==> src/rtl/chop_pkg.sv <==
package chop_pkg;

    typedef enum logic [2:0] {
        ST_OFF    = 3'd0,
        ST_CHARGE = 3'd1,
        ST_PROBE  = 3'd2,
        ST_FAST   = 3'd3,
        ST_SLOW   = 3'd4
    } chop_state_e;

    typedef enum logic [1:0] {
        MODE_OFF    = 2'd0,
        MODE_CHARGE = 2'd1,
        MODE_FAST   = 2'd2,
        MODE_SLOW   = 2'd3
    } bridge_mode_e;

    localparam int unsigned DRIVE_LANES = 3;

    function automatic bridge_mode_e mode_of(chop_state_e s);
        case (s)
            ST_CHARGE, ST_PROBE: return MODE_CHARGE;
            ST_FAST:             return MODE_FAST;
            ST_SLOW:             return MODE_SLOW;
            default:             return MODE_OFF;
        endcase
    endfunction

    function automatic int unsigned max_of(int unsigned a, int unsigned b);
        return (a > b) ? a : b;
    endfunction

endpackage

==> src/rtl/chop_period_timer.sv <==
module chop_period_timer #(
    parameter int unsigned TICKS = 16
) (
    input  logic clk,
    input  logic rst,
    input  logic osc_tick,
    output logic period_start
);
    localparam int unsigned CW = (TICKS > 1) ? $clog2(TICKS) : 1;
    localparam logic [CW-1:0] LAST = CW'(TICKS - 1);

    logic [CW-1:0] phase;

    assign period_start = osc_tick && (phase == LAST);

    always_ff @(posedge clk) begin
        if (rst) begin
            phase <= '0;
        end else if (osc_tick) begin
            phase <= (phase == LAST) ? '0 : phase + 1'b1;
        end
    end
endmodule

==> src/rtl/chop_dwell_counter.sv <==
module chop_dwell_counter #(
    parameter int unsigned MAXV = 156,
    localparam int unsigned W = $clog2(MAXV + 1)
) (
    input  logic         clk,
    input  logic         rst,
    input  logic         clear,
    input  logic         run,
    output logic [W-1:0] count
);
    localparam logic [W-1:0] CEIL = W'(MAXV);

    always_ff @(posedge clk) begin
        if (rst || clear) begin
            count <= '0;
        end else if (run && (count != CEIL)) begin
            count <= count + 1'b1;
        end
    end
endmodule

==> src/rtl/chop_sequencer.sv <==
module chop_sequencer
    import chop_pkg::*;
#(
    parameter int unsigned BLANK_CYC = 156,
    parameter int unsigned PROBE_CYC = 24,
    parameter int unsigned W         = 8
) (
    input  logic         clk,
    input  logic         rst,
    input  logic         enable,
    input  logic         setpoint_drop,
    input  logic         cmp_reg_hi,
    input  logic         cmp_mix_hi,
    input  logic         period_start,
    input  logic [W-1:0] dwell,
    output chop_state_e  state,
    output logic         dwell_clear,
    output logic         dwell_run
);
    localparam logic [W-1:0] BLANK_END  = W'(BLANK_CYC);
    localparam logic [W-1:0] PROBE_LAST = W'(PROBE_CYC - 1);

    chop_state_e nxt;

    assign dwell_run = (state == ST_CHARGE) || (state == ST_PROBE);

    always_comb begin
        nxt         = state;
        dwell_clear = 1'b0;
        if (!enable) begin
            nxt = ST_OFF;
        end else if (setpoint_drop && (state != ST_OFF)) begin
            nxt         = ST_PROBE;
            dwell_clear = 1'b1;
        end else begin
            case (state)
                ST_OFF: begin
                    if (period_start) begin
                        nxt         = ST_CHARGE;
                        dwell_clear = 1'b1;
                    end
                end
                ST_PROBE: begin
                    if (dwell == PROBE_LAST) begin
                        if (cmp_reg_hi) begin
                            nxt = ST_FAST;
                        end else begin
                            nxt         = ST_CHARGE;
                            dwell_clear = 1'b1;
                        end
                    end
                end
                ST_CHARGE: begin
                    if (!period_start && (dwell >= BLANK_END) && cmp_reg_hi) begin
                        nxt = ST_FAST;
                    end
                end
                ST_FAST: begin
                    if (period_start) begin
                        nxt         = ST_CHARGE;
                        dwell_clear = 1'b1;
                    end else if (!cmp_mix_hi) begin
                        nxt = ST_SLOW;
                    end
                end
                ST_SLOW: begin
                    if (period_start) begin
                        nxt         = ST_CHARGE;
                        dwell_clear = 1'b1;
                    end
                end
                default: nxt = ST_OFF;
            endcase
        end
    end

    always_ff @(posedge clk) begin
        if (rst) begin
            state <= ST_OFF;
        end else begin
            state <= nxt;
        end
    end
endmodule

==> src/rtl/chop_drive_decode.sv <==
module chop_drive_decode
    import chop_pkg::*;
(
    input  chop_state_e state,
    output logic [1:0]  mode_code,
    output logic        drv_charge,
    output logic        drv_fast,
    output logic        drv_slow
);
    bridge_mode_e              mode;
    logic [DRIVE_LANES-1:0]    lane;

    assign mode      = mode_of(state);
    assign mode_code = mode;

    for (genvar i = 0; i < DRIVE_LANES; i++) begin : g_lane
        assign lane[i] = (mode == bridge_mode_e'(i + 1));
    end

    assign drv_charge = lane[0];
    assign drv_fast   = lane[1];
    assign drv_slow   = lane[2];
endmodule

==> src/rtl/chop_mixed_decay_ctrl.sv <==
module chop_mixed_decay_ctrl
    import chop_pkg::*;
#(
    parameter int unsigned PERIOD_TICKS = 16,
    parameter int unsigned BLANK_CYC    = 156,
    parameter int unsigned PROBE_CYC    = 24
) (
    input  logic       clk,
    input  logic       rst,
    input  logic       enable,
    input  logic       osc_tick,
    input  logic       cmp_reg_hi,
    input  logic       cmp_mix_hi,
    input  logic       setpoint_drop,
    output logic       drv_charge,
    output logic       drv_fast,
    output logic       drv_slow,
    output logic [1:0] mode_code
);
    localparam int unsigned DWELL_MAX = max_of(BLANK_CYC, PROBE_CYC);
    localparam int unsigned DWELL_W   = $clog2(DWELL_MAX + 1);

    logic               period_start;
    logic               dwell_clear;
    logic               dwell_run;
    logic [DWELL_W-1:0] dwell_cnt;
    chop_state_e        st;

    chop_period_timer #(.TICKS(PERIOD_TICKS)) u_timer (
        .clk          (clk),
        .rst          (rst),
        .osc_tick     (osc_tick),
        .period_start (period_start)
    );

    chop_dwell_counter #(.MAXV(DWELL_MAX)) u_dwell (
        .clk   (clk),
        .rst   (rst),
        .clear (dwell_clear),
        .run   (dwell_run),
        .count (dwell_cnt)
    );

    chop_sequencer #(
        .BLANK_CYC (BLANK_CYC),
        .PROBE_CYC (PROBE_CYC),
        .W         (DWELL_W)
    ) u_seq (
        .clk           (clk),
        .rst           (rst),
        .enable        (enable),
        .setpoint_drop (setpoint_drop),
        .cmp_reg_hi    (cmp_reg_hi),
        .cmp_mix_hi    (cmp_mix_hi),
        .period_start  (period_start),
        .dwell         (dwell_cnt),
        .state         (st),
        .dwell_clear   (dwell_clear),
        .dwell_run     (dwell_run)
    );

    chop_drive_decode u_dec (
        .state      (st),
        .mode_code  (mode_code),
        .drv_charge (drv_charge),
        .drv_fast   (drv_fast),
        .drv_slow   (drv_slow)
    );
endmodule

==> config.mk <==
export PLATFORM = sky130hd
export DESIGN_NAME = chop_mixed_decay_ctrl
export DESIGN_NICKNAME = d
export VERILOG_FILES = /design/src/rtl/chop_pkg.sv /design/src/rtl/chop_period_timer.sv /design/src/rtl/chop_dwell_counter.sv /design/src/rtl/chop_sequencer.sv /design/src/rtl/chop_drive_decode.sv /design/src/rtl/chop_mixed_decay_ctrl.sv
export SDC_FILE = /design/constraint.sdc
export NUM_CORES = 1
export LEC_CHECK = 0
export CORE_ASPECT_RATIO = 0.75
export CORE_UTILIZATION = 45
export CTS_BUF_LIST = sky130_fd_sc_hd__clkbuf_16
export DETAILED_ROUTE_END_ITERATION = 10
export PLACE_DENSITY = 0.78
export SLEW_MARGIN = 20
export SYNTH_ARGS = -nofsm -noshare
export SYNTH_HDL_FRONTEND = slang
export SYNTH_HIERARCHICAL = 1
export SYNTH_SLANG_ARGS = --single-unit
==> constraint.sdc <==
create_clock -name clk -period 2.04 [get_ports clk]
set_clock_uncertainty 0.05 [all_clocks]
set_input_delay 0.408 -clock clk [delete_from_list [all_inputs] [get_ports clk]]
set_output_delay 0.408 -clock clk [all_outputs]
set_load 0.005 [all_outputs]
# After elaboration in Yosys (flattened, before gate mapping)
# Index checks and enable logic that the tools add are counted.
# totals
register_bits	15
latch_bits	0
mem_bits_rw	0
mem_bits_ro	0
in_bits	7
out_inout_bits	5
word_cells	59
memories	0
# op_classes
addsub	2
n_mul	0
n_div	0
order_cmp	1
n_eq_ne	18
n_shift	0
mux	16
bitwise_logic	1
n_reduce_logical	17
# op_table
op	n
$mux 3	5
$pmux 3 s4	1
$ne 3x3->1 const B	3
$add 8x1->8 const B	1
$eq 8x5->1 const B	1
$ge 8x8->1 const B	1
$ne 8x8->1 const B	1
$reduce_and 4->1	2
$eq 3x2->1 const B	2
$pmux 2 s3	1
$reduce_or 2->1	3
$reduce_or 3->1	2
$logic_and 1x1->1	5
$mux 1	5
$add 4x1->4 const B	1
$eq 2x2->1 const B	2
$eq 4x4->1 const B	1
$mux 2	2
$mux 4	1
$ne 2x2->1 const B	2
$ne 4x4->1 const B	1
$eq 3x1->1 const B	1
$eq 3x3->1 const B	1
$logic_not 3->1	1
other kinds (8)	9

# Longest topological paths before layout
# Gate-level depths: netlist of run 1.
# depth
ltp_word	8
depth_mapped	9
mapped_depth_nobuf	9

# By module
# Netlist of run 1, hierarchy kept.
# by_module_without_submodules
module	n_inst	cells_per_inst	area_each_um2	seq_area_each_um2
chop_dwell_counter	1	50	441.7	160.2
chop_sequencer	1	40	297.8	60.1
chop_period_timer	1	20	183.9	80.1
chop_drive_decode	1	8	61.3	0.0

# Worst setup path after synthesis of run 1
# OpenSTA, ideal clock, no wires.
# synth_path
kind	register -> register
from	register u_timer.phase[0]
to	register u_seq.state[0]
setup_ps	72
arrival_time_ps	1693
required_time_ps	1918
slack_ps	225
stages_incl_launch_ff	8
path_buffers	0
synth_period_minus_slack_ps	1815
cell_sequence	dfxtp_1 ha_1 and4_2 and4b_1 a2111oi_0 a21oi_1 nand2_2 mux2i_1
# synth_via
elab_chain_cells	7
elab_cells_between_ends	11
classes_between	eq/ne: 4; mux: 2; reduce/logical: 5
# synth_lines
item	line	text
start: declaration	chop_period_timer.sv:12	logic [CW-1:0] phase;
start signal: assignment	chop_period_timer.sv:20	phase <= (phase == LAST) ? '0 : phase + 1'b1;
$eq 4x4->1 *	chop_period_timer.sv:14	assign period_start = osc_tick && (phase == LAST);
$logic_and 1x1->1 *	chop_period_timer.sv:14	
named net period_start	chop_mixed_decay_ctrl.sv:23	logic period_start;
$logic_not 1->1	chop_sequencer.sv:54	if (!period_start && (dwell >= BLANK_END) && cmp_reg_hi) begin
$logic_and 1x1->1 (2 in series)	chop_sequencer.sv:54	
$ne 2x2->1 (no source line)	--	
$reduce_and 4->1 (no source line)	--	
end signal: assignment	chop_sequencer.sv:81	state <= nxt;
end: declaration	chop_sequencer.sv:16	output chop_state_e state,
# The timed path passes the listed nets; every way through them passes the cells marked *.
# A chain may end at the register's enable or synchronous reset.

# Worst setup path after layout of run 1
# layout_path
from	input osc_tick
to	register u_dwell.count[2]
# layout_via
elab_chain_cells	6
# layout_lines
item	line	text
start: declaration	chop_mixed_decay_ctrl.sv:11	input logic osc_tick,
$logic_and 1x1->1	chop_period_timer.sv:14	
named net period_start	chop_mixed_decay_ctrl.sv:23	
$mux 1	chop_sequencer.sv:38, chop_sequencer.sv:59, chop_sequencer.sv:67	
$pmux 1 s2	chop_sequencer.sv:36	case (state)
$mux 1	chop_sequencer.sv:32	end else if (setpoint_drop && (state != ST_OFF)) begin
$mux 1	chop_sequencer.sv:30	if (!enable) begin
named net dwell_clear	chop_mixed_decay_ctrl.sv:24	logic dwell_clear;
$logic_or 1x1->1	chop_dwell_counter.sv:14	if (rst || clear) begin
end signal: assignment	chop_dwell_counter.sv:17	count <= count + 1'b1;
end: declaration	chop_dwell_counter.sv:9	output logic [W-1:0] count
# The timed path passes the listed nets, and every way through them passes these cells.

==> reports/results.ini, run 1 <==
[logic_synthesis]
ys.flop_type = dfxtp_1
synth_top_cell_area_share_pct = 30.5
syn_avg_cell_area_sq_um = 8.34
async_reset_ff_share_pct = 0
ys_warn_count = 6
yosys-top-cells-area = dfxtp_1 (30%), mux2i_1 (8.1%), a21oi_1 (6.1%)
synth_common_cells = dfxtp_1 (15), nand2_1 (15), a21oi_1 (12)
synth_edf_count = 0
synth_seq_cells = 15
synth_fp_nets = 128
syn_area_sq_um = 985
synth_top_cell_by_area = dfxtp_1
ys_seq_area_share_pct = 30.5
synthCells = 118
ys_types = 38

[sta]
tns_ns = -0.0281
hold_violations = 0
min_period_over_period_pct = 101
max_slew.worst_pin.slew_ns = 0.420
max_freq_mhz = 484
hold_ws_ns = 0.458
finalSetupViolations = 1
timing.final.ws_setup_ns = -0.0281
relSlewSlack_pct = 71.9
period_needed_ns = 2.07
slew_viol_final = 0

[critical_path]
reg2reg_slack_ns = -0.01
cpPeakStageDelay_ns = 0.42
crit_type = input port to flip-flop
startpoint = osc_tick
cp_max_fo = 3
reg2reg_from = u_timer/phase[0]
critPathTopFamily = simple AND/OR/NAND/NOR gates
worstRegToRegCells = 9
crit_buf_inv = 2
cp_cell_sequence = clkdlybuf4s50_1, and4_2, nand2_1, o41ai_1, nand3_1, a21oi_2, buf_4, or2_2, nor3_1
critPathCapture = u_dwell/count[2]
cp-end-kind = flip-flop
worst_setup_path_start_kind = input port
r2r_end = u_dwell/count[2]
critical_path_depth = 9
cp_slowest_cell = clkdlybuf4s50_1
crit_arrival_ns = 2.16
required_ns = 2.13

[global_routing]
grt_max_degree = 12
grt_usage_pct = 22.8
grt_remaining_overflow = 0
grt_pass1_vias = 925
grt_first_pass_wirelength_mm = 4.15
antenna_found_initial = 0

[cells_and_area]
n_fill_cell = 141
drive_gt1_share_pct = 25.7
area_growth_pct = 38.4
multiInputGateArea_sq_um = 703
diodes = 0
fin_nets = 159
area.sequential_sq_um = 308

[clock_network]
cts_sinks = 15
path_clk_slew_ns = 0.05
cts_tree = yes
cts_buffers = 3
clockRootBuffer = clkbuf_16
insertion_delay_ns = 0.25
cts_max_level = 1
clk_path_buf_depth = 2

[die]
die_h_um = 42.5
die_area_sq_um = 2380
ioPinCount = 12
core_sq_um = 2030
initial_utilization_pct = 48.5
rows = 14
dieWidth_um = 56.0

[routing]
drt_iter0_drc = 77
wl_per_cell_um = 15.5
drtPass1Iterations = 5
drtAntennaViolNets = 0
totalWireLength_mm = 2.67
post_drt_via_cell_ratio = 6.08
drc = 0
vias = 1046

[run_status]
status = complete, but fails checks
violations = negative setup slack

[pwr]
leakagePower_nw = 0.532
powerDensity_nw_per_um2 = 532
p_total_w = 0.000724
ir_drop_v = 0.000687

[placement]
dp_hpwl_mm = 1.78
gp_congestion = 0.905
post-place-ws_ns = -0.219
portBuffers = 11

[job]
max_cap_violations = 0

[min_path]
hp-class = flip-flop to flip-flop

## layout by cell type (no fill, tap or decap), drive strengths merged, types with 4 or more instances in the layout
cell type / Yosys / routed
nand2: 16 / 16
nand3: 7 / 7
nand4: 4 / 4
mux2i: 8 / 8
a21oi: 12 / 12
or3: 5 / 5
nor2: 7 / 7
buf: 1 / 16
dfxtp: 15 / 15
o21ai: 4 / 4
clkdlybuf4s50: 0 / 11
## worst min-delay path by stage
stage,start,end,slack (ns),cells after the start
after detailed placement,u_timer/phase[0],u_timer/phase[0],0.48,2
after global routing,u_timer/phase[0],u_timer/phase[0],0.49,2
after floorplan,rst,u_timer/phase[0],0.43,1
after CTS,u_timer/phase[0],u_timer/phase[0],0.49,2
after global placement,u_timer/phase[0],u_timer/phase[0],0.45,2
final,u_timer/phase[0],u_timer/phase[0],0.46,2
## through the flow
| stage | utilization [%] | instances | area [sq um] |
|---|---|---|---|
| 5_1_grt | 67.1 | 172 | 1360 |
| 6_report | 67.1 | 172 | 1360 |
| 3_5_place_dp | 60.7 | 167 | 1230 |
| 2_1_floorplan | - | 118 | 985 |
| 4_1_cts | 64.7 | 171 | 1320 |
| 3_3_place_gp | 60.7 | 167 | 1230 |
## worst register-to-register path: stages (launching register included)
cell and delay (ns):
dfxtp_2 0.34, ha_2 0.20, and4_2 0.26, nand2_1 0.07, o41ai_1 0.08, nand3_1 0.12, a21oi_2 0.09, buf_4 0.15
or2_2 0.31, nor3_1 0.29
## cell families (layout without fill, tap and decap cells)
kind of cell	after synthesis	after routing	synth area share [%]
xor gates and xnor gates	3	3	2.67
buffers and inverters	4	34	1.65
and+or+nand+nor	60	60	36.7
AOI/OAI and AO/OA	25	25	16.5
adders and majority gates	3	3	3.81
muxes	8	8	8.13
DFF	15	15	30.5
## where the power goes
part	leakage, nW	switching (W)	internal, W
clock	0.0409	0.000124	0.000262
combinational	0.368	0.0000177	0.0000206
sequential	0.123	0.00000385	0.000296
total	0.532	0.000146	0.000579
## what timing repair did
| action | in CTS | in global routing |
|---|---|---|
| buffers inserted | 0 | 1 |
| hold buffers | 0 | 0 |
| setup endpoints to repair | 2 | 9 |
| gates resized for setup | 2 | 10 |
| pin swaps | 0 | 2 |
## layer usage
metal,global-route usage [%],wire length (um),vias up
met1,28.2,1160,477
met5,0,0,-
met2,36.7,1230,58
met4,9.27,55,0
li1,-,-,501
met3,7.41,222,10
## registers in the layout, summed over array words and instances, names as in the netlist
register / count
u_timer/phase: 4
u_dwell/count: 8
u_seq/state: 3
## final cells by class
class,count,share of cell area [%]
clock inverter,1,0.367
inverter,3,0.826
tap,24,2.20
multi-input combinational,99,51.6
clock buffer,3,5.51
timing repair buffer,27,16.9
sequential,15,22.6
(Power assumes the default switching activity.)
==> run 2: changes to the inputs <==
SETUP_SLACK_MARGIN = 0.5   (was not set)
==> run 2 against run 1 <==
  * The flow now finishes without violations
  * Sequential power is 2% lower
  * Hold slack better by 0.072 ns
  * Non-clock buffer count is 2 lower
  * Die area stayed put
  * Clock-buffer cell count stayed put
  * Global-route usage is 2.1 points higher
==> reports/results.ini, run 2 (same netlist as run 1, synthesis figures left out) <==
[sta]
max_freq_mhz = 530
rsz0062_at_grt = true
min_period_over_period_pct = 92.6
hold_violations = 0
tns_ns = 0
period_needed_ns = 1.89
finalSetupViolations = 0
slew_viol_final = 0
max_slew.worst_pin.slew_ns = 0.420
relSlewSlack_pct = 71.9

[cells_and_area]
postLayoutCoreUtil_pct = 71.6
diodes = 0
fin_nets = 157
reg.largest.list = u_dwell/count: 8 flops, u_timer/phase: 4 flops, u_seq/state: 3 flops
final_common_cell = nand2_1
largest_register_ff_count = 8
final_cell_mix = nand2_1 (15), buf_4 (12), mux2i_1 (8), dfxtp_1 (8)
drive_gt1_share_pct = 34.2
regMostFlops = u_dwell/count
area_growth_pct = 47.8

[routing]
drt_iter0_drc = 22
drc = 0
drtAntennaViolNets = 0
post_drt_via_cell_ratio = 5.97
wl_per_cell_um = 15.5
totalWireLength_mm = 2.64
drtPass1Iterations = 4
vias = 1015

[pwr]
ir_drop_v = 0.000592
leakagePower_nw = 0.551
powerDensity_nw_per_um2 = 496

[clock_network]
cts_max_level = 1
insertion_delay_ns = 0.25
cts_buffers = 3
cts_tree = yes
cts_sinks = 15
path_clk_slew_ns = 0.04
clockRootBuffer = clkbuf_16
clk_path_buf_depth = 2

[critical_path]
cp_max_fo = 7
cp-end-kind = flip-flop
crit_arrival_ns = 1.96
crit_type = flip-flop to flip-flop
required_ns = 2.11
worst_setup_path_start_kind = flip-flop

[die]
initial_utilization_pct = 48.5
rows = 14
dieWidth_um = 56.0
core_sq_um = 2030
ioPinCount = 12
die_h_um = 42.5
die_area_sq_um = 2380

[min_path]
hp-class = flip-flop to flip-flop

[global_routing]
grt_first_pass_wirelength_mm = 4.54
grt_remaining_overflow = 0
grt_max_degree = 12
grt_pass1_vias = 1001
grt_usage_pct = 24.9
antenna_found_initial = 0

[job]
max_cap_violations = 0

[placement]
portBuffers = 11
dp_hpwl_mm = 1.63
gp_congestion = 0.889

[run_status]
status = completed

run 2: area by class of cell:
cell class / count / area (sq um)
Clock inverter: 1 / 3.75
Clock buffer: 3 / 75.1
Sequential cell: 15 / 324
Inverter: 3 / 11.3
Fill cell: 154 / 577
Tap cell: 24 / 30.0
Timing Repair Buffer: 25 / 214
Multi-Input combinational cell: 99 / 797
run 2: worst paths after layout:
kind | start | end | slack, ns | depth (start not counted)
min reg2reg | u_dwell/count[4] | u_dwell/count[4] | 0.53 | 2
min | u_dwell/count[4] | u_dwell/count[4] | 0.53 | 2
max reg2reg | u_dwell/count[3] | u_dwell/count[5] | 0.15 | 8
max | u_dwell/count[3] | u_dwell/count[5] | 0.15 | 8
run 2: per-stage QoR:
| stage | cell area, sq um | setup WS [ns] | hold WS, ns | power [W] | instances |
|---|---|---|---|---|---|
| 2_1_floorplan | 1020 | 0.376 | 0.413 | 0.000324 | 118 |
| 3_3_place_gp | 1200 | -0.0556 | 0.425 | 0.000346 | 158 |
| 3_5_place_dp | 1200 | -0.112 | 0.443 | 0.000348 | 158 |
| 4_1_cts | 1430 | 0.165 | 0.523 | 0.000727 | 170 |
| 5_1_grt | 1460 | 0.0607 | 0.567 | 0.000752 | 170 |
| 6_report | 1460 | 0.151 | 0.530 | 0.000722 | 170 |
run 2: timing repair:
item,4_1_cts,5_1_grt
hold buffers,0,0
pin swaps,7,3
gates resized for setup,32,10
buffers inserted,8,0
endpoints found under the setup margin,16,15
run 2: layer usage:
metal | vias to the layer above | share of wire (%) | track usage, %
li1 | 501 | - | -
met1 | 466 | 42 | 29.8
met2 | 44 | 50 | 43.3
met3 | 4 | 7.2 | 6.17
met4 | 0 | 0.98 | 9.27
met5 | - | 0 | 0
run 2: worst max-delay path, stage by stage (launching register included):
cell      delay, ns
dfxtp_2        0.34
nor4bb_4       0.29
nand4_1        0.18
o41ai_2        0.25
nand3_1        0.18
a21oi_4        0.24
nor2_4         0.09
nand2_1        0.09
mux2i_1        0.06
run 2: power by group:
part | internal, W | switching, W
sequential | 0.000291 | 0.00000356
clock | 0.000259 | 0.000117
combinational | 0.0000271 | 0.0000240
total | 0.000577 | 0.000145
==> run 3: changes to the inputs <==
--- a/config.mk
+++ b/config.mk
@@ -7,2 +7,3 @@
 export LEC_CHECK = 0
+export ABC_AREA = 1
 export CORE_ASPECT_RATIO = 0.75
@@ -11,3 +12,3 @@
 export DETAILED_ROUTE_END_ITERATION = 10
-export PLACE_DENSITY = 0.78
+export PLACE_DENSITY = 0.77
 export SETUP_SLACK_MARGIN = 0.5
--- a/constraint.sdc
+++ b/constraint.sdc
@@ -4,2 +4,2 @@
 set_output_delay 0.408 -clock clk [all_outputs]
-set_load 0.005 [all_outputs]
+set_load 0.1 [all_outputs]
==> run 3 against run 2 <==
  * Setup slack better by 0.29 ns
  * Non-clock buffer count did not move
  * Design area grew 14%
  * Combinational power rose by 6.7%
  * Sequential power is 2% higher
  * Routed wire length rose by 15%
  * Cell count increased by 41%
  * Synthesized cell count is 51% higher
  * Sequential share of layout area decreased by 3.1 points
  * Global-route usage fell by 2.3 points
  * Power rose by 1.1%
  * Clock power hardly changed
  * Largest cell class unchanged
==> reports/results.ini, run 3 <==
[logic_synthesis]
ys_types = 25
yosysMostFrequentCell = nand2_1
syn_area_sq_um = 1110
yosys-top-cells-area = dfxtp_1 (27%), nand2_1 (16%), nor2_1 (9.5%)
synth_xor_area_share_pct = 3.17
synth_fp_nets = 188
synth_top_cell_area_share_pct = 27.1
synth_edf_count = 0
synth_seq_cells = 15
synth_compound_area_share_pct = 8.48
synth_top_cell_by_area = dfxtp_1
ys_warn_count = 6
synthCells = 178
ys_seq_area_share_pct = 27.1
synthMuxAreaShare_pct = 0.905
synth_top_family_by_area = simple AND/OR/NAND/NOR gates
syn_avg_cell_area_sq_um = 6.21
synth_common_cells = nand2_1 (46), nor2_1 (28), inv_1 (23)
synth-simple-area-share_pct = 45.9
synth_adder_area_share_pct = 3.39
ys.flop_type = dfxtp_1
async_reset_ff_share_pct = 0

[critical_path]
worst_setup_path_start_kind = flip-flop
worstRegToRegCells = 11
cp-end-kind = flip-flop
crit_type = flip-flop to flip-flop
crit_buf_inv = 1
cpPeakStageDelay_ns = 0.35
cp_slowest_cell = dfxtp_2
crit_top_cell = nor2_4
critPathTopFamily = simple AND/OR/NAND/NOR gates
cp_max_fo = 6
crit_arrival_ns = 1.72
critical_path_depth = 11
required_ns = 2.16
cp_cell_sequence = ha_4, nand2_4, nor2_4, inv_2, nand2_4, nor2_4, nor2_4, nand3_2, nand2_1, nand2_1, nor2_2

[die]
ioPinCount = 12
rows = 15
die_area_sq_um = 2660
die_h_um = 44.9
core_sq_um = 2310
initial_utilization_pct = 47.9
dieWidth_um = 59.2

[sta]
relSlewSlack_pct = 77.5
period_needed_ns = 1.60
slew_viol_final = 0
max_freq_mhz = 624
max_slew.worst_pin.slew_ns = 0.337
min_period_over_period_pct = 78.6
hold_violations = 0
tns_ns = 0
rsz0062_at_grt = true
finalSetupViolations = 0
hold_ws_ns = 0.483

[routing]
drtPass1Iterations = 4
post_drt_via_cell_ratio = 5.01
drtAntennaViolNets = 0
drc = 0
totalWireLength_mm = 3.05
drt_iter0_drc = 81
vias = 1203
wl_per_cell_um = 12.7

[placement]
dp_hpwl_mm = 1.90
portBuffers = 11
gp_congestion = 0.891

[clock_network]
cts_max_level = 1
cts_buffers = 3
cts_sinks = 15
insertion_delay_ns = 0.24
clk_path_buf_depth = 2
path_clk_slew_ns = 0.05
cts_tree = yes
clockRootBuffer = clkbuf_16

[cells_and_area]
reg.largest.list = u_dwell/count: 8 flops, u_timer/phase: 4 flops, u_seq/state: 3 flops
final_common_cell = nand2_1
final_cell_mix = nand2_1 (40), nor2_1 (23), inv_1 (19)
diodes = 0
regMostFlops = u_dwell/count
drive_gt1_share_pct = 36.4
area_growth_pct = 50.1
largest_register_ff_count = 8
fin_nets = 217
postLayoutCoreUtil_pct = 71.9

[pwr]
ir_drop_v = 0.000548
leakagePower_nw = 0.707
powerDensity_nw_per_um2 = 440

[global_routing]
grt_first_pass_wirelength_mm = 4.34
antenna_found_initial = 0
grt_pass1_vias = 1009
grt_remaining_overflow = 0
grt_usage_pct = 22.6
grt_max_degree = 9

[min_path]
hold_path_depth = 2
hp-class = flip-flop to flip-flop

[job]
max_cap_violations = 0

[run_status]
status = completed

## run 3: cell types whose count changed after synthesis, sizes merged, moves of 3 or more
cell | previous run | this run
nand2 | 16 | 53
nor2 | 7 | 36
inv | 3 | 28
mux2i | 8 | 1
a21oi | 12 | 6
nand3 | 7 | 12
o21ai | 4 | 9
or3 | 5 | 0
nand2b | 3 | 0
## run 3: metrics by stage
stage,setup WS (ns),instances,total power (W),cell area [sq um]
finish,0.437,240,0.000730,1660
detailed placement,0.0778,226,0.000347,1360
global placement,0.138,226,0.000344,1360
global route,0.395,240,0.000762,1660
floorplan,0.391,178,0.000329,1130
CTS,0.467,236,0.000737,1530
## run 3: final timing paths
path	startpoint	endpoint	slack, ns
max	u_timer/phase[1]	u_seq/state[2]	0.44
min	u_dwell/count[3]	u_dwell/count[3]	0.48
max reg2reg	u_timer/phase[1]	u_seq/state[2]	0.44
min reg2reg	u_dwell/count[3]	u_dwell/count[3]	0.48
## run 3: power by group
group          switching [W]  internal, W  total [W]
clock network       0.000116     0.000259   0.000375
registers         0.00000429     0.000296   0.000300
logic              0.0000248    0.0000297  0.0000545
total               0.000145     0.000585   0.000730
## run 3: final cells by class
cell class              instances  area, sq um
fillers                       174          648
inverters                      29          114
well taps                      34         42.5
repair buffers                 25          275
clock buffers                   3         75.1
clock inverters                 1         3.75
flip-flops and latches         15          318
multi-input cells             133          832
## run 3: worst min-delay path, stage by stage, from the launching register on
cell,delay (ns)
dfxtp_1,0.34
nand2_1,0.08
a21oi_1,0.06
## run 3: cell families after synthesis
group,count (synthesis)
adders and majority gates,3
DFF,15
muxes,1
and+or+nand+nor,108
buffers and inverters,30
xor gates and xnor gates,4
AOI/OAI and AO/OA,17
## run 3: per-layer routing
layer | global-route usage [%] | share of wire, % | up-vias
met5 | 0 | 0 | -
met3 | 6.88 | 4.7 | 16
li1 | - | - | 611
met1 | 28.6 | 43 | 539
met4 | 7.14 | 3.3 | 0
met2 | 37.1 | 49 | 37
## run 3: repair_timing
item / CTS / global route
hold buffers: 0 / 0
setup endpoints to repair: 16 / 15
endpoints found under the hold margin: 0 / 0
buffers inserted: 6 / 4
pin swaps: 8 / 12
gates resized for setup: 21 / 28
